## src/rtl/eeprom_slave_pkg.sv

```systemverilog
package eeprom_slave_pkg;

    localparam int unsigned ADDR_W   = 16;
    localparam int unsigned BYTE_W   = 8;
    localparam logic [3:0]  DEV_TYPE = 4'b1010;

    typedef enum logic [2:0] {
        PH_IDLE,
        PH_SEL,
        PH_AHI,
        PH_ALO,
        PH_WR,
        PH_RD
    } phase_e;

    typedef struct packed {
        phase_e              phase;
        logic [3:0]          bitcnt;
        logic [BYTE_W-1:0]   shreg;
        logic [ADDR_W-1:0]   addr;
        logic                oe;
        logic                armed;
        logic                we;
        logic                commit;
    } ctl_s;

endpackage

```

## src/rtl/i2c_line_sampler.sv

```systemverilog
module i2c_line_sampler #(
    parameter int unsigned STAGES = 2
) (
    input  logic clk,
    input  logic rst_n,
    input  logic scl_i,
    input  logic sda_i,
    output logic scl_lvl,
    output logic sda_lvl,
    output logic scl_rise,
    output logic scl_fall,
    output logic ev_start,
    output logic ev_stop
);

    logic [STAGES-1:0] scl_sr;
    logic [STAGES-1:0] sda_sr;
    logic              scl_prev;
    logic              sda_prev;

    for (genvar k = 0; k < STAGES; k++) begin : g_sync
        always_ff @(posedge clk or negedge rst_n) begin
            if (!rst_n) begin
                scl_sr[k] <= 1'b1;
                sda_sr[k] <= 1'b1;
            end else if (k == 0) begin
                scl_sr[k] <= scl_i;
                sda_sr[k] <= sda_i;
            end else begin
                scl_sr[k] <= scl_sr[(k == 0) ? 0 : k-1];
                sda_sr[k] <= sda_sr[(k == 0) ? 0 : k-1];
            end
        end
    end

    always_ff @(posedge clk or negedge rst_n) begin
        if (!rst_n) begin
            scl_prev <= 1'b1;
            sda_prev <= 1'b1;
        end else begin
            scl_prev <= scl_lvl;
            sda_prev <= sda_lvl;
        end
    end

    assign scl_lvl  = scl_sr[STAGES-1];
    assign sda_lvl  = sda_sr[STAGES-1];
    assign scl_rise = scl_lvl & ~scl_prev;
    assign scl_fall = ~scl_lvl & scl_prev;
    assign ev_start = scl_lvl & scl_prev & sda_prev & ~sda_lvl;
    assign ev_stop  = scl_lvl & scl_prev & ~sda_prev & sda_lvl;

endmodule

```

## src/rtl/addr_stepper.sv

```systemverilog
module addr_stepper #(
    parameter int unsigned ADDR_W    = 16,
    parameter int unsigned PAGE_BITS = 6
) (
    input  logic [ADDR_W-1:0] addr_i,
    input  logic              page_wrap_i,
    output logic [ADDR_W-1:0] addr_o
);

    logic [ADDR_W-1:0] full_inc;
    assign full_inc = addr_i + 1'b1;

    if (PAGE_BITS >= ADDR_W) begin : g_nopage
        assign addr_o = full_inc;
    end else begin : g_page
        logic [PAGE_BITS-1:0] low_inc;
        assign low_inc = addr_i[PAGE_BITS-1:0] + 1'b1;
        assign addr_o  = page_wrap_i ? {addr_i[ADDR_W-1:PAGE_BITS], low_inc}
                                     : full_inc;
    end

endmodule

```

## src/rtl/eeprom_bus_slave.sv

```systemverilog
module eeprom_bus_slave
    import eeprom_slave_pkg::*;
#(
    parameter int unsigned PAGE_BITS   = 6,
    parameter int unsigned SYNC_STAGES = 2
) (
    input  logic              clk,
    input  logic              rst_n,
    input  logic              scl_i,
    input  logic              sda_i,
    output logic              sda_oe,
    input  logic [2:0]        chip_en,
    input  logic              wr_protect,
    input  logic              busy_i,
    output logic [ADDR_W-1:0] mem_addr,
    output logic [BYTE_W-1:0] mem_wdata,
    input  logic [BYTE_W-1:0] mem_rdata,
    output logic              mem_we,
    output logic              commit
);

    localparam logic [3:0] CNT_FULL  = 4'(BYTE_W);
    localparam logic [3:0] CNT_SLOT  = CNT_FULL + 4'd1;
    localparam logic [3:0] CNT_MACK  = CNT_FULL + 4'd2;

    logic scl_lvl, sda_lvl, scl_rise, scl_fall, ev_start, ev_stop;
    logic sel_hit;
    logic [ADDR_W-1:0] addr_page, addr_full;
    ctl_s q, d;
    phase_e     cur_phase;
    logic [3:0] cur_bitcnt;

    i2c_line_sampler #(.STAGES(SYNC_STAGES)) u_lines (
        .clk(clk), .rst_n(rst_n), .scl_i(scl_i), .sda_i(sda_i),
        .scl_lvl(scl_lvl), .sda_lvl(sda_lvl),
        .scl_rise(scl_rise), .scl_fall(scl_fall),
        .ev_start(ev_start), .ev_stop(ev_stop)
    );

    addr_stepper #(.ADDR_W(ADDR_W), .PAGE_BITS(PAGE_BITS)) u_step_page (
        .addr_i(q.addr), .page_wrap_i(1'b1), .addr_o(addr_page)
    );

    addr_stepper #(.ADDR_W(ADDR_W), .PAGE_BITS(PAGE_BITS)) u_step_full (
        .addr_i(q.addr), .page_wrap_i(1'b0), .addr_o(addr_full)
    );

    assign sel_hit = (q.shreg[7:4] == DEV_TYPE) && (q.shreg[3:1] == chip_en) && !busy_i;

    always_comb begin
        logic ack;
        d        = q;
        d.we     = 1'b0;
        d.commit = 1'b0;
        ack      = 1'b0;
        if (ev_stop) begin
            // qualifying stop: first bit after an accepted data byte
            d.commit = q.armed && (q.phase == PH_WR) && (q.bitcnt <= 4'd1);
            d.phase  = PH_IDLE;
            d.bitcnt = '0;
            d.oe     = 1'b0;
            d.armed  = 1'b0;
        end else if (ev_start) begin
            d.phase  = PH_SEL;
            d.bitcnt = '0;
            d.oe     = 1'b0;
            d.armed  = 1'b0;
        end else if (q.phase == PH_RD) begin
            if (scl_rise) begin
                if (q.bitcnt == CNT_SLOT) begin
                    if (sda_lvl) begin
                        d.phase  = PH_IDLE;
                        d.bitcnt = '0;
                    end else begin
                        d.bitcnt = CNT_MACK;
                    end
                end else if (q.bitcnt < CNT_FULL) begin
                    d.bitcnt = q.bitcnt + 4'd1;
                end
            end else if (scl_fall) begin
                if (q.bitcnt == CNT_FULL) begin
                    d.oe     = 1'b0;
                    d.addr   = addr_full;
                    d.bitcnt = CNT_SLOT;
                end else if (q.bitcnt == CNT_MACK) begin
                    d.shreg  = mem_rdata;
                    d.oe     = ~mem_rdata[BYTE_W-1];
                    d.bitcnt = '0;
                end else if (q.bitcnt != 4'd0) begin
                    d.shreg  = {q.shreg[BYTE_W-2:0], 1'b0};
                    d.oe     = ~q.shreg[BYTE_W-2];
                end
            end
        end else if (q.phase != PH_IDLE) begin
            if (scl_rise && q.bitcnt < CNT_FULL) begin
                d.shreg  = {q.shreg[BYTE_W-2:0], sda_lvl};
                d.bitcnt = q.bitcnt + 4'd1;
            end else if (scl_fall && q.bitcnt == CNT_FULL) begin
                unique case (q.phase)
                    PH_SEL: ack = sel_hit;
                    PH_AHI: begin
                        ack = 1'b1;
                        d.addr[ADDR_W-1:BYTE_W] = q.shreg;
                    end
                    PH_ALO: begin
                        ack = 1'b1;
                        d.addr[BYTE_W-1:0] = q.shreg;
                    end
                    default: begin
                        ack     = !wr_protect;
                        d.we    = ack;
                        d.armed = ack;
                    end
                endcase
                d.oe     = ack;
                d.bitcnt = CNT_SLOT;
                if (q.phase == PH_SEL && !ack) begin
                    d.phase  = PH_IDLE;
                    d.bitcnt = '0;
                end
            end else if (scl_fall && q.bitcnt == CNT_SLOT) begin
                d.oe     = 1'b0;
                d.bitcnt = '0;
                unique case (q.phase)
                    PH_SEL: begin
                        if (q.shreg[0]) begin
                            d.phase = PH_RD;
                            d.shreg = mem_rdata;
                            d.oe    = ~mem_rdata[BYTE_W-1];
                        end else begin
                            d.phase = PH_AHI;
                        end
                    end
                    PH_AHI:  d.phase = PH_ALO;
                    PH_ALO:  d.phase = PH_WR;
                    default: if (q.armed) d.addr = addr_page;
                endcase
            end
        end
    end

    always_ff @(posedge clk or negedge rst_n) begin
        if (!rst_n) begin
            q <= '{phase: PH_IDLE, default: '0};
        end else begin
            q <= d;
        end
    end

    assign sda_oe     = q.oe;
    assign mem_addr   = q.addr;
    assign mem_wdata  = q.shreg;
    assign mem_we     = q.we;
    assign commit     = q.commit;
    assign cur_phase  = q.phase;
    assign cur_bitcnt = q.bitcnt;

endmodule

```

## config.mk

```make
export PLATFORM = sky130hd
export DESIGN_NAME = eeprom_bus_slave
export DESIGN_NICKNAME = d
export VERILOG_FILES = /design/src/rtl/eeprom_slave_pkg.sv /design/src/rtl/i2c_line_sampler.sv /design/src/rtl/addr_stepper.sv /design/src/rtl/eeprom_bus_slave.sv
export SDC_FILE = /design/constraint.sdc
export NUM_CORES = 1
export LEC_CHECK = 0
export ABC_AREA = 1
export BUFFER_PORTS_ARGS = -buffer_cell sky130_fd_sc_hd__buf_2
export CAP_MARGIN = 15
export CORE_UTILIZATION = 53
export DETAILED_ROUTE_END_ITERATION = 8
export PLACE_DENSITY_LB_ADDON = 0.05
export SYNTH_ARGS = -nofsm -noshare
export SYNTH_HDL_FRONTEND = slang
export SYNTH_SLANG_ARGS = --single-unit
```

## constraint.sdc

```tcl
create_clock -name clk -period 1.8 [get_ports clk]
set_input_delay 0.36 -clock clk [delete_from_list [all_inputs] [get_ports clk]]
set_output_delay 0.36 -clock clk [all_outputs]
set_load 0.05 [all_outputs]
```

== Word-level counts from Yosys, hierarchy flattened ==
Index checks and enable logic that the tools add are counted.
Storage, ports and cells
  bits in registers: 41
  latch bits: 0
  RAM bits: 0
  memory bits (read-only): 0
  input bits: 17
  output and inout port bits: 27
  logic and storage cells: 168
  memories: 0
Operators by class
  add/sub/neg operators: 3
  multiply operators: 0
  divide/modulo/power cells: 0
  magnitude comparators: 2
  equal/unequal tests: 34
  shifts and indexed selects: 0
  mux-type cells: 61
  bitwise logic cells: 15
  reductions and logical operators: 36
Operator list (number)
  $mux 32: 8
  $mux 8: 8
  $mux 34: 1
  $mux 16: 2
  $mux 29: 1
  $mux 7: 4
  $mux 25: 1
  $reduce_bool 5->1: 5
  $mux 4: 6
  $reduce_and 11->1: 2
  $mux 19: 1
  $reduce_and 9->1: 2
  $mux 17: 1
  $add 16x1->16 const B: 1
  $eq 4x4->1 const B: 4
  $ne 4x4->1 const B: 4
  $mux 3: 5
  $mux 1: 14
  $mux 12: 1
  $ne 6x4->1 const B: 2
  $reduce_bool 4->1: 3
  $mux 2: 5
  $reduce_and 10->1: 1
  $reduce_and 5->1: 2
  other kinds (33): 67

== Depth between registers and ports, before layout ==
Gate-level depths: netlist (run 1).
  word-level depth: 19
  mapped depth: 12
  mapped depth without buffers: 12

== Cells and area by module ==
Synthesis (run 1) repeated with hierarchy kept, for this count alone.
Second synthesis, totals
  cells, all modules: 593
  area, all modules: 3920.0 µm²
Modules (own cells, without submodules)
  eeprom_bus_slave: times used 1, cells an instance 414, area each 2852.7 µm², seq. area each 875.8 µm²
  addr_stepper: times used 2, cells an instance 81, area each 434.2 µm², seq. area each 0.0 µm²
  i2c_line_sampler: times used 1, cells an instance 17, area each 198.9 µm², seq. area each 157.7 µm²

== Worst setup path before layout (run 1) ==
Ideal clock, no wire load.
  path kind: register to register
  start point: register u_lines.scl_prev
  end point: register q (netlist bit mem_addr[0])
  library setup time: 0.117 ns
  arrival time: 1.594 ns
  slack: 0.089 ns
  stages on the path, launching flop included: 13
  buffers on the path: 0
  cell sequence: dfstp_2 inv_1 ha_1 inv_1 nor2_2 inv_1 nand3_2 inv_2 nand2_1 nor2_4 nand2_2 nand2_1 nand2_1
Between the ends
  word-level cells in the longest chain between the ends: 6
Ends and longest elaborated chain
  from (decl): line i2c_line_sampler.sv:18  | logic scl_prev;
  from (signal assigned): line i2c_line_sampler.sv:41  | scl_prev <= scl_lvl;
  parallel branches: the longest is 6 deep, another holds $reduce_and 11->1
  to (signal assigned): line eeprom_bus_slave.sv:144  | q <= '{phase: PH_IDLE, default: '0};
  to (signal assigned): line eeprom_bus_slave.sv:146  | q <= d;
  to (decl): line eeprom_bus_slave.sv:29  | ctl_s q, d;
Several ways; the timed one is not identified. The select of a mux whose other input is x is not followed.
A chain may end at the register's enable or synchronous reset.

== Worst setup path in the final report (run 1) ==
  start point: register u_lines.scl_sr[1] (netlist: u_lines.scl_lvl)
  end point: register q (netlist bit mem_wdata[0])
Between the ends
  word-level cells in the longest chain between the ends: 5
Ends and longest elaborated chain
  from (decl): line i2c_line_sampler.sv:16  | logic [STAGES-1:0] scl_sr;
  from (signal, indexed assignment): line i2c_line_sampler.sv:27  | scl_sr[k] <= scl_i;
  from (signal, indexed assignment): line i2c_line_sampler.sv:30  | scl_sr[k] <= scl_sr[(k == 0) ? 0 : k-1];
  $and 1x1->1 (tied with other cells): line i2c_line_sampler.sv:50, i2c_line_sampler.sv:51
  $and 1x1->1 (tied with other cells) (2 in a row): line i2c_line_sampler.sv:50  | assign ev_start = scl_lvl & scl_prev & sda_prev & ~sda_lvl;
  $reduce_bool 5->1 (no line) (tied with other cells)
  $reduce_and 10->1 (no line) / $mux 32 (equally long branches)
Several ways; a longest one is shown, not always the timed one. The select of a mux whose other input is x is not followed.

==> run summary, run 1 <==
Cells fill 72.1% of the core in the end. Derived from the worst setup path, the maximum achievable clock frequency is 0.560 GHz. The die boundary width was 79.5 um. The tightest min-delay check is of the primary input to asynchronous set/reset pin type. For the number of violations reported at the end of detailed-routing iteration 0, the log shows 205.

The run finished, with violations left. The final layout contains 571 nets. The tools report the number of hold-slack violations in the final timing report as 1. The placer's final routability congestion estimate is 0.947.

The first TritonRoute pass finished after 5 iterations. The logs give 3,021 for the number of global-route vias before repair and 41 for the clock sink total. The floorplan has 27 rows. Global routing used 28.4% of the available tracks.

IR analysis of the VDD net gives a maximum drop of 0.702 mV. The final critical path takes up 99.3% of the cycle. The quantity of hold-fixing buffers added after cts was 0; the area taken by multi-input logic gates was 1950 sq um. In this design, the stage delay of the slowest critical-path cell is 610 ps. Number of inserted diodes: 0. Once detail routing completed, the nets flagged for antenna violations numbered 0.

For this design the static power due to leakage is 2.03 nW. The cell sitting at the root of the clock tree is a clkbuf_8. The H-tree was split into 2 levels. The actual slew at the worst max-slew pin came out at 471 ps. The placeable core region was 5640 sq um; the number of buffer cells added on primary ports was 43.

STA puts the critical path data required time at 1990 ps. Slowest cell on the critical path: dfstp_2. Category of the worst setup path launch point: a register.

The checks that failed: negative hold slack. The critical path in this run is classified as register to register. Once the floorplan was initialized, standard cells occupied 56.4% of the core. TritonCTS built the clock tree. For this run the aggregate overflow at the end of global routing stands at 0. STA classifies the critical path endpoint as a register. For this design the ratio of total power to cell area is 970 nW/um^2.

Clock latency on the worst-skew pair, taken at its later pin, is 300 ps. Across the routed clock network, the largest skew measured is 3.51 ps. The critical path goes through ha_4 -> nand2_4 -> nand2_4 -> nor2_1 -> buf_4 -> o21ai_0 -> o21ai_0 -> nand2_1 -> o21ai_2. Registers take 1040 sq um. Measured against its own limit, the worst slew margin works out to 68.6%. The hold slack came out at -1.01 ps. The tools report the largest buffer count on any clock path as 2.

The tool flagged a number of max-cap violations equal to 0. Number of antenna violations at the first check in global routing: 0. Clock-pin slew was measured on the worst setup and hold paths at 80 ps. Number of synthesis warnings: 0. Setup violations remaining at the end of the flow were counted as 0. The number of fillers in the final layout was 500.

For the worst setup path, the data arrival time is 1980 ps. The portion of the post-synthesis area used by sequential elements is 32.5%, and the worst setup slack after layout is 12.9 ps. The die outline area was 6310 sq um.

The most frequent standard cell in the layout excluding fill and tap cells is nand2_1. The final critical-path required period came out at 1790 ps. The logs give 5 for the number of clock buffers inserted by TritonCTS and 44 for the count of boundary I/O pins.

Wires add up to 8780 um. Setup repair after global routing could not meet its margin everywhere. After synthesis the cells add up to 3180 sq um.

The first-pass GRT wire length is 13,700 um, and the growth of design area from synthesis to finish is 27.9%. After detailed routing, the number of remaining DRC violations is 0. The netlist uses 33 different library cells.

Entering global routing, the biggest net connects 23 pins. Number of flip-flops and latches in the synthesized netlist: 41. Detailed routing inserted a total of 3,339 vias. The net count after synthesis is 497, and the share of layout cells above drive strength 1 is 35.3%. The library cells used most frequently in the layout, excluding fill and tap cells, are nand2_1, buf_4, buf_2, inv_1, nand3_1. The die height came out at 79.5 um.

Before CTS, the worst setup slack after placement is -107 ps. Along the worst path, the maximum fanout reaches 7. The average instance in the mapped netlist occupies 6.75 sq um. The wire length per cell works out to 14.2 um.

The gate count after technology mapping is 471, and the average via count per standard cell is 5.40. The run gives 6520 um as the placed wire-length estimate after detailed placement. For the number of slew-limit violations in the final report, the log shows 0.
[area by class of cell]
| cell class | count | area share [%] |
|---|---|---|
| Clock inverter | 1 | 0.123 |
| Inverter | 59 | 5.69 |
| Timing Repair Buffer | 96 | 16.3 |
| Multi-Input combinational cell | 342 | 47.9 |
| Clock buffer | 7 | 2.37 |
| Sequential cell | 41 | 25.5 |
| Tap cell | 72 | 2.21 |
[registers in the layout, indices dropped and copies added, names as in the netlist]
signal            flops
mem_addr             16
mem_wdata             8
cur_bitcnt            4
cur_phase             3
commit                1
mem_we                1
q                     1
sda_oe                1
u_lines.scl_lvl       1
u_lines.scl_prev      1
u_lines.scl_sr        1
u_lines.sda_lvl       1
u_lines.sda_prev      1
u_lines.sda_sr        1
[metrics by stage]
step	std cells	setup TNS [ps]	cell area, sq um	hold WS [ps]	power (mW)
3_5_place_dp	600	-979	3610	346	3.01
5_1_grt	618	-1540	4070	30.8	4.20
4_1_cts	611	-6.16	3800	25.9	3.75
6_report	618	0	4070	-1.01	3.95
2_1_floorplan	471	0	3180	64.4	2.51
3_3_place_gp	600	-870	3610	335	2.99
[cells by family (layout without fill, tap and decap cells)]
| family | count (synthesis) | in the layout | share of synthesized area [%] |
|---|---|---|---|
| adder cells (fa/ha/maj) | 9 | 9 | 3.54 |
| buffers and inverters | 88 | 163 | 14.0 |
| XOR/XNOR | 9 | 9 | 2.48 |
| flip-flops | 41 | 41 | 32.5 |
| AO/OA/AOI/OAI | 57 | 57 | 9.68 |
| AND/OR/NAND/NOR | 267 | 267 | 37.8 |
[power by group]
| part | total (mW) | internal, mW | switching [mW] | leakage (nW) |
|---|---|---|---|---|
| sequential | 1.26 | 1.06 | 0.197 | 0.518 |
| combinational | 2.00 | 0.671 | 1.32 | 1.45 |
| clock | 0.689 | 0.347 | 0.342 | 0.0542 |
[synth_stat cells]
master    count  area (sq um)
a21boi_0      1          7.51
a21oi_1      10          50.1
buf_2         1          5.00
buf_4        26           195
buf_6         2          22.5
clkinv_1      1          3.75
dfrtp_1      35           876
dfstp_2       6           158
ha_1          9           113
inv_1        48           180
inv_2        10          37.5
nand2_1     154           578
nand2_2       4          25.0
nand2_4       2          22.5
nand3_1      46           230
nand3_2       4          40.0
nand3_4       1          17.5
nand3b_1      2          15.0
nand4_1       4          25.0
nor2_1       29           109
nor2_2        6          37.5
nor2_4        4          45.0
nor3_1        9          45.0
nor4_1        1          6.26
o211ai_1      3          22.5
o21a_1        1          7.51
o21ai_0      32           160
o21ai_1       6          30.0
o21ai_2       2          17.5
o22ai_1       2          12.5
or2_2         1          6.26
xnor2_1       2          17.5
xor2_1        7          61.3
[metal layers]
metal	share of wire, %	routed length [um]	global-route usage [%]	up-vias
met1	43	3780	36.2	1580
li1	-	-	-	1628
met5	0	0	0	-
met2	49	4300	46.6	104
met3	4.2	373	4.46	27
met4	3.7	327	14.2	0
[final timing paths]
check | depth (start not counted) | slack (ps) | to | startpoint
worst max-delay path | 9 | 10 | mem_wdata[0] | u_lines.scl_lvl
worst min-delay path | 1 | -1 | mem_addr[1] | rst_n
worst max register to register | 9 | 10 | mem_wdata[0] | u_lines.scl_lvl
worst min register to register | 0 | 360 | u_lines.scl_lvl | u_lines.scl_sr[0]
max in group asynchronous | 2 | 1320 | mem_wdata[3] | rst_n
min in group clk | 1 | 150 | u_lines.scl_sr[0] | scl_i
[critical path, delay by kind of cell (launching register included)]
family          cells  cell delay (ps)
compound gates      3              330
fa+ha+maj           1              200
buf+inv             1              150
flops               1              610
simple gates        4              370
[what timing repair did]
item | CTS | global route
buffers inserted | 3 | 7
endpoints found under the setup margin | 27 | 33
pin swaps | 4 | 14
gates resized for setup | 24 | 56
(Power assumes the default switching activity.)
==> run 2: changes to the inputs <==
CORE_MARGIN = 5   (was default)
CORE_UTILIZATION = 54   (was 53)
SYNTH_HIERARCHICAL = 1   (was default)
==> run 2 against run 1 <==
Effect of this change: synthesized area up 23%; clock-buffer cell count unchanged; global-route usage down 3.0 points; non-clock buffer count rose by 10; utilization decreased by 3.7 points; wire length up 31%; register-to-register slack worse by 50 ps; die area rose by 44%; the flow finishes with violations (negative setup slack); maximum frequency fell by 2.6%; flip-flop and latch count did not move; total power decreased by 18%; critical endpoint is now mem_addr[12].
==> run summary, run 2 <==
The run gives 2020 ps (was 1980 ps) as the arrival time at the worst endpoint. Flip-flop cell with the highest count after synthesis: dfrtp_1 (unchanged). The quantity of hold-fixing buffers added after cts came out at 0 (unchanged). The most frequently used cell type in the post-synthesis netlist is nand2_1 (unchanged). The clock root buffer was clkbuf_8 (unchanged). The number of flip-flops and latches in the synthesized netlist works out to 41 (unchanged).

Number of inserted diodes: 0 (unchanged). The kind of capture point of the worst setup path is a register (unchanged). The number of fillers in the final layout is 631 (was 500), and the peak fanout along the critical path is 8 (was 7).

The number of buffer cells added on primary ports is 43 (unchanged), and the remaining antenna violation count after routing is 0 (unchanged). The share of layout cells above drive strength 1 is 35.5% (was 35.3%). The tools report the die outline area as 9060 sq um (was 6310 sq um).

The gate count after technology mapping was 593 (was 471); the fmax was 0.545 GHz (was 0.560 GHz). The run finished, with violations left. The tools report the category of the worst setup path launch point as a register (unchanged).

Share of the synthesized netlist area taken by xor and xnor gates: 3.13% (was 2.48%). The run gives 1990 ps (about the same) as the worst endpoint required time. The tools report the final setup violation count as 15 (was 0).

The worst stage delay on the critical path is 560 ps (was 610 ps). The tools report the count of boundary I/O pins as 44 (unchanged). The power per standard cell area was 659 nW/um^2 (was 970 nW/um^2). Failing checks: negative setup slack (was negative hold slack).

The tools report the met1 demand-to-capacity share in global routing as 32.2% (was 36.2%). The post-synthesis area per instance works out to 6.61 sq um (was 6.75 sq um). The placer's final routability congestion estimate was 0.972 (was 0.947). The critical path launch point is u_lines/scl_prev (was u_lines.scl_lvl). Post-synthesis adder-cell area fraction: 2.23% (was 3.54%).

Largest buffer count on any clock path: 2 (unchanged). The share of synthesized cell area in and, or, nand and nor gates is 38.4% (was 37.8%). TritonCTS built the clock tree. For the number of clock buffers inserted by TritonCTS, the log shows 5 (unchanged).

The run gives 4,191 (was 3,339) as the number of vias in the routed layout. The number of hold-slack violations in the final timing report was 0 (was 1); the insertion delay of the later-clocked pin in the worst-skew pair was 290 ps (was 300 ps). The number of flip-flops under the largest register name works out to 16 (unchanged). The tools report the first-pass GRT wire length as 18,400 um (was 13,700 um).

The logs give 0 (unchanged) for the sum of overflow across all layers after global routing and 45.5% (was 46.6%) for the met2 track demand over resource in global routing. The placed wire-length estimate after detailed placement is 8470 um (was 6520 um). Sequence of cells on the critical path: nor2_2 -> inv_2 -> nor2_4 -> buf_4 -> nand2_4 -> inv_4 -> nor3_4 -> nand4_4 -> buf_12 -> nand2_2 -> o21ai_2 (was ha_4 -> nand2_4 -> nand2_4 -> nor2_1 -> buf_4 -> o21ai_0 -> o21ai_0 -> nand2_1 -> o21ai_2). The synthesized cell area came out at 3920 sq um (was 3180 sq um). The leading area contributor after synthesis is dfrtp_1 (unchanged). The worst clock skew was 6.18 ps (was 3.51 ps); the mux share of post-synthesis cell area was 0% (unchanged). For the clock sink total, the log shows 41 (unchanged).

For the final core area utilization, the log shows 68.4% (was 72.1%). The area share of the largest cell type after synthesis works out to 22.3% (was 27.5%). The number of synthesized flops with an enable pin was 0 (unchanged).

The growth of design area from synthesis to finish was 25.2% (was 27.9%). The sequential cell area in the final layout was 1030 sq um (was 1040 sq um); the initial standard-cell utilization of the core was 54.6% (was 56.4%). For the hold slack, the log shows 80.2 ps (was -1.01 ps). The start-to-end type of the worst setup path is register to register (unchanged). The main combinational cell family by area after synthesis was simple AND/OR/NAND/NOR gates (unchanged). Most frequent cells in the layout: nand2_1, buf_4, inv_1, buf_2, nor2_1 (was nand2_1, buf_4, buf_2, inv_1, nand3_1). The die boundary width was 95.2 um (was 79.5 um). Count of H-tree levels built during CTS: 2 (unchanged).

The run gives 0 (unchanged) as the number of antenna violations at the first check in global routing. The run gives 31 (was 27) as the standard-cell row count. The tools report the startpoint of the worst-slack reg-to-reg timing path as u_lines/scl_prev (was u_lines.scl_lvl).

The path category of the worst min-delay check is primary input to asynchronous set/reset pin (unchanged). The number of synthesis warnings was 6 (was 0). The met3 track demand over resource is 2.21% (was 4.46%), and the placeable core region is 7180 sq um (was 5640 sq um). The fraction of registers with async set or reset after synthesis was 100% (unchanged); the pin count of the biggest net entering global routing was 19 (was 23). The run gives 0 (unchanged) as the number of remaining DRC errors. Number of distinct library cells after synthesis: 38 (was 33).

The average via count per standard cell was 5.44 (was 5.40); the part of the cycle the worst path needs was 102% (was 99.3%). The length of the first detailed-routing pass in iterations is 5 (unchanged), and the die height is 95.2 um (was 79.5 um). The final design instance area without fill came out at 4910 sq um (was 4070 sq um). Setup repair after global routing could not meet its margin everywhere. Portion of the post-synthesis area used by sequential elements: 26.4% (was 32.5%). The max-cap violation count is 0 (unchanged). Slowest cell on the critical path: dfstp_2 (unchanged).

The area taken by multi-input logic gates came out at 2580 sq um (was 1950 sq um). The static leakage power was 2.50 nW (was 2.03 nW). The layer carrying the most global-route usage is met2 (unchanged). Most frequent standard cell in the layout excluding fill and tap cells: nand2_1 (unchanged). The logs give 25.4% (was 28.4%) for the total global routing track utilization and 4510 sq um (was 3610 sq um) for the total placed instance area.

Worst setup slack after layout: -35.3 ps (was 12.9 ps). Top cells by area in the synthesized netlist: dfrtp_1, nand2_1, inv_1 (was dfrtp_1, nand2_1, nand3_1). The worst supply voltage drop on vdd is 0.421 mV (was 0.702 mV), and the net count reported at finish is 694 (was 571). The tools report the final wirelength as 11,500 um (was 8780 um).

The complex-gate fraction of the synthesized area is 16.3% (was 9.68%), and the filler-free cell count of the finished design is 770 (was 618). The final critical-path required period was 1840 ps (was 1790 ps); the number of violations reported at the end of detailed-routing iteration 0 was 268 (was 205). The clock transition at the register clock pins on the worst setup and hold paths after CTS works out to 80 ps (about the same).

Most frequent cells after synthesis: nand2_1, inv_1, nor2_1 (was nand2_1, inv_1, nand3_1). The tools report the number of slew-limit violations in the final report as 0 (unchanged). The wire length per cell was 15.0 um (was 14.2 um). The total instance count after detailed placement was 754 (was 600). Number of global-route vias before repair: 3,892 (was 3,021).
run 2: cell types whose count changed after synthesis, sizes merged, moves of 3 or more:
cell | before | now
a21oi | 10 | 34
nand3b | 2 | 5
xnor2 | 2 | 6
inv | 58 | 67
clkbuf | 0 | 3
nand4 | 4 | 21
buf | 29 | 35
a31oi | 0 | 6
a22oi | 0 | 8
nor3 | 9 | 6
nor2 | 39 | 74
nand3 | 51 | 32
nand2 | 160 | 178
o21ai | 40 | 54
run 2: power by group:
part           internal [mW]  switching (mW)  leakage [nW]  total, mW
registers               1.02           0.128         0.480       1.14
logic                  0.436           0.867          1.96       1.30
clock network          0.453           0.333        0.0585      0.786
total                   1.90            1.33          2.50       3.23
run 2: stage by stage:
stage | setup WS [ps] | TNS, ps | power (mW)
2_1_floorplan | -23.8 | -91.1 | 2.01
3_3_place_gp | -86.0 | -817 | 2.35
3_5_place_dp | -132 | -1620 | 2.36
4_1_cts | -11.8 | -75.6 | 3.16
5_1_grt | -146 | -3380 | 3.42
6_report | -35.3 | -251 | 3.23
run 2: critical path, delay by kind of cell, from the launching register on:
kind / cells / cell delay [ps]
buf+inv: 4 / 490
compound gates: 1 / 50
simple gates: 6 / 620
flops: 1 / 560
run 2: timing repair:
| item | CTS | global route |
|---|---|---|
| setup buffers | 2 | 4 |
| endpoints found under the setup margin | 27 | 34 |
| cloned | 0 | 2 |
| pin swaps | 3 | 1 |
| resized for setup | 8 | 56 |
run 2: kinds of logic after synthesis:
group	after synthesis
DFF	41
AOI/OAI and AO/OA	107
other	2
and+or+nand+nor	317
adders and majority gates	7
xor gates and xnor gates	14
buffers and inverters	105
run 2: layout make-up:
type | instances | share of cell area [%]
tap | 99 | 2.52
multi-input combinational | 449 | 52.5
clock buffer | 7 | 1.76
timing repair buffer | 106 | 16.3
sequential | 41 | 21.1
clock inverter | 1 | 0.612
inverter | 67 | 5.23
run 2: final timing paths:
check                               endpoint  slack [ps]  cells past startpoint
hold reg to reg              u_lines/sda_lvl         360                      0
max in group asynchronous      cur_bitcnt[3]        1440                      2
setup / recovery                mem_addr[12]         -40                     11
setup reg to reg                mem_addr[12]         -40                     11
hold / removal             u_lines/sda_sr[0]          80                      1
min in group clk           u_lines/scl_sr[0]         160                      1
run 2: routing by layer:
layer	part of all wire, %	wire length, um
met1	41	4720
met5	0	0
met2	51	5850
met4	2.3	269
met3	6.0	694
==> run 3: changes to the inputs <==
MAX_ROUTING_LAYER = met4   (was default)
==> run 3 against run 2 <==
Effect of this change: the flow still finishes with violations (negative setup slack); combinational power hardly changed; register-to-register slack worse by 50 ps; non-clock buffer count stayed put; critical path depth is 1 higher; clock skew is 8.0 ps higher; die area stayed put; utilization is 1.7 points lower; largest cell class unchanged; largest power group unchanged.
==> run summary, run 3 (synthesis results as in run 2) <==
The run finished, with violations left. Failing checks: negative setup slack (unchanged). Growth of design area from synthesis to finish: 22.1% (was 25.2%).

The tools report the worst endpoint required time as 1990 ps (about the same). The worst reg-to-reg path cell count was 12 (was 11). The number of slew-limit violations in the final report came out at 0 (unchanged). The logs give 4,154 (was 4,191) for the number of vias in the routed layout and 0 (unchanged) for the number of hold-slack violations in the final timing report. The worst setup slack after layout was -80.3 ps (was -35.3 ps); the overall power was 3.06 mW (was 3.23 mW).

For the number of clock buffers inserted by TritonCTS, the log shows 5 (unchanged). The sum of overflow across all layers after global routing was 0 (unchanged). Count of H-tree levels built during CTS: 2 (unchanged). The static leakage power was 2.46 nW (was 2.50 nW); the max-cap violation count was 0 (unchanged). The tools report the worst supply voltage drop on vdd as 0.581 mV (was 0.421 mV).

Setup repair after global routing could not meet its margin everywhere. The placeable core region came out at 7180 sq um (unchanged). The length of the first detailed-routing pass in iterations was 4 (was 5); the total instance count after detailed placement was 756 (was 754).

For the standard-cell row count, the log shows 31 (unchanged). Most frequent cells in the layout: nand2_1, buf_4, inv_1, nor2_1, buf_2 (was nand2_1, buf_4, inv_1, buf_2, nor2_1). The number of buffer cells added on primary ports was 43 (unchanged); the clock sink total was 41 (unchanged). Kind of capture point of the worst setup path: a register (unchanged). The number of inserted diodes was 0 (unchanged); the number of flip-flops under the largest register name was 16 (unchanged). The instance count along the most critical hold path was 1; the filler-free cell count of the finished design was 769 (was 770). The run gives 2 (unchanged) as the largest buffer count on any clock path. The net count reported at finish is 694 (unchanged), and the placer's final routability congestion estimate is 0.976 (was 0.972).

Worst clock skew: 14.2 ps (was 6.18 ps). Number of remaining DRC errors: 0 (unchanged). For the placed wire-length estimate after detailed placement, the log shows 8800 um (was 8470 um). The total global routing track utilization came out at 26.5% (was 25.4%). The average via count per standard cell was 5.40 (was 5.44).

The insertion delay of the later-clocked pin in the worst-skew pair is 300 ps (was 290 ps). For the pin count of the biggest net entering global routing, the log shows 18 (was 19). The number of global-route vias before repair was 4,001 (was 3,892). The logs give 44 (unchanged) for the count of boundary I/O pins and 16 (was 15) for the final setup violation count. The number of antenna violations at the first check in global routing is 0 (unchanged). The tools report the final wirelength as 11,400 um (was 11,500 um). Start-to-end type of the worst setup path: register to register (unchanged). The most frequent standard cell in the layout excluding fill and tap cells is nand2_1 (unchanged). The remaining antenna violation count after routing was 0 (unchanged). The run gives 0.532 GHz (was 0.545 GHz) as the fmax.

TritonCTS built the clock tree. The initial standard-cell utilization of the core is 54.6% (unchanged), and the arrival time at the worst endpoint is 2070 ps (was 2020 ps). Die height: 95.2 um (unchanged). The path category of the worst min-delay check is primary input to register (was primary input to asynchronous set/reset pin). The share of layout cells above drive strength 1 works out to 32.8% (was 35.5%). The power per standard cell area is 640 nW/um^2 (was 659 nW/um^2), and the pre-CTS worst setup slack is -137 ps (was -132 ps).

The part of the cycle the worst path needs is 104% (was 102%), and the number of violations reported at the end of detailed-routing iteration 0 is 219 (was 268). Peak fanout along the critical path: 8 (unchanged). First-pass GRT wire length: 18,600 um (was 18,400 um).

The die outline area was 9060 sq um (unchanged); the clock transition at the register clock pins on the worst setup and hold paths after CTS was 80 ps (about the same). The die boundary width came out at 95.2 um (unchanged). The tools report the clock root buffer as clkbuf_8 (unchanged). Wire length per cell: 14.8 um (was 15.0 um). The category of the worst setup path launch point was a register (unchanged). The final critical-path required period is 1880 ps (was 1840 ps).
[run 3: changes by cell type in the layout (fill, tap and decap cells not counted), moves of 2 or more]
cell / before / now
inv_4: 2 / 0
nand2_1: 142 / 148
nand2_2: 28 / 25
nand2_4: 8 / 5
nand3_2: 8 / 6
nor2_1: 41 / 47
nor2_2: 22 / 17
o21ai_1: 7 / 9
[run 3: metrics by stage]
step	TNS (ps)	instance area [sq um]	hold slack [ps]	util (%)
3_3_place_gp	-767	4510	216	62.8
4_1_cts	-579	4630	154	64.6
2_1_floorplan	-91.1	3960	64.4	-
3_5_place_dp	-1440	4510	225	62.8
5_1_grt	-3920	4790	150	66.7
6_report	-879	4790	157	66.7
[run 3: where the power goes]
group          internal, mW  switching (mW)  leakage [nW]  total [mW]
logic                 0.436           0.855          1.94        1.29
registers              1.02           0.124         0.480        1.14
clock network         0.305           0.326        0.0443       0.631
total                  1.76            1.31          2.46        3.06
[run 3: per-layer routing]
layer	global-route usage (%)	vias to the layer above	wire, um
li1	-	2052	-
met1	31.4	1928	4610
met2	45.2	139	5720
met3	2.76	35	579
met4	12.4	0	459
met5	-	-	0
[run 3: layout make-up]
class / count / area, sq um
Multi-Input combinational cell: 449 / 2520
Fill cell: 687 / 2390
Sequential cell: 41 / 1030
Timing Repair Buffer: 106 / 771
Inverter: 67 / 251
Tap cell: 99 / 124
Clock buffer: 7 / 86.3
[run 3: timing repair]
action                                 CTS  global route
buffers inserted                         1             3
endpoints found under the hold margin    2             0
gates resized for setup                  5            39
gates cloned                             0             1
hold buffers                             1             0
setup endpoints to repair               24            34
pin swaps                                2            11
[run 3: worst paths after layout]
kind,end,start,slack (ps)
max,mem_addr[1],u_lines/sda_lvl,-80
min,u_lines/scl_sr[0],scl_i,160
max reg2reg,mem_addr[1],u_lines/sda_lvl,-80
min reg2reg,u_lines/scl_lvl,u_lines/scl_sr[0],360
max in group asynchronous,cur_bitcnt[3],rst_n,840
min in group asynchronous,commit,rst_n,440
[run 3: worst max-delay path: stages, from the launching register on]
cell and delay (ps):
dfstp_2 540, inv_2 40, nand2_2 70, nor2_4 50
nor2_4 140, nand2_2 90, inv_2 70, nand2_2 60
nor3_4 260, nand4_4 170, buf_12 180, nand2_1 70
o21ai_2 50
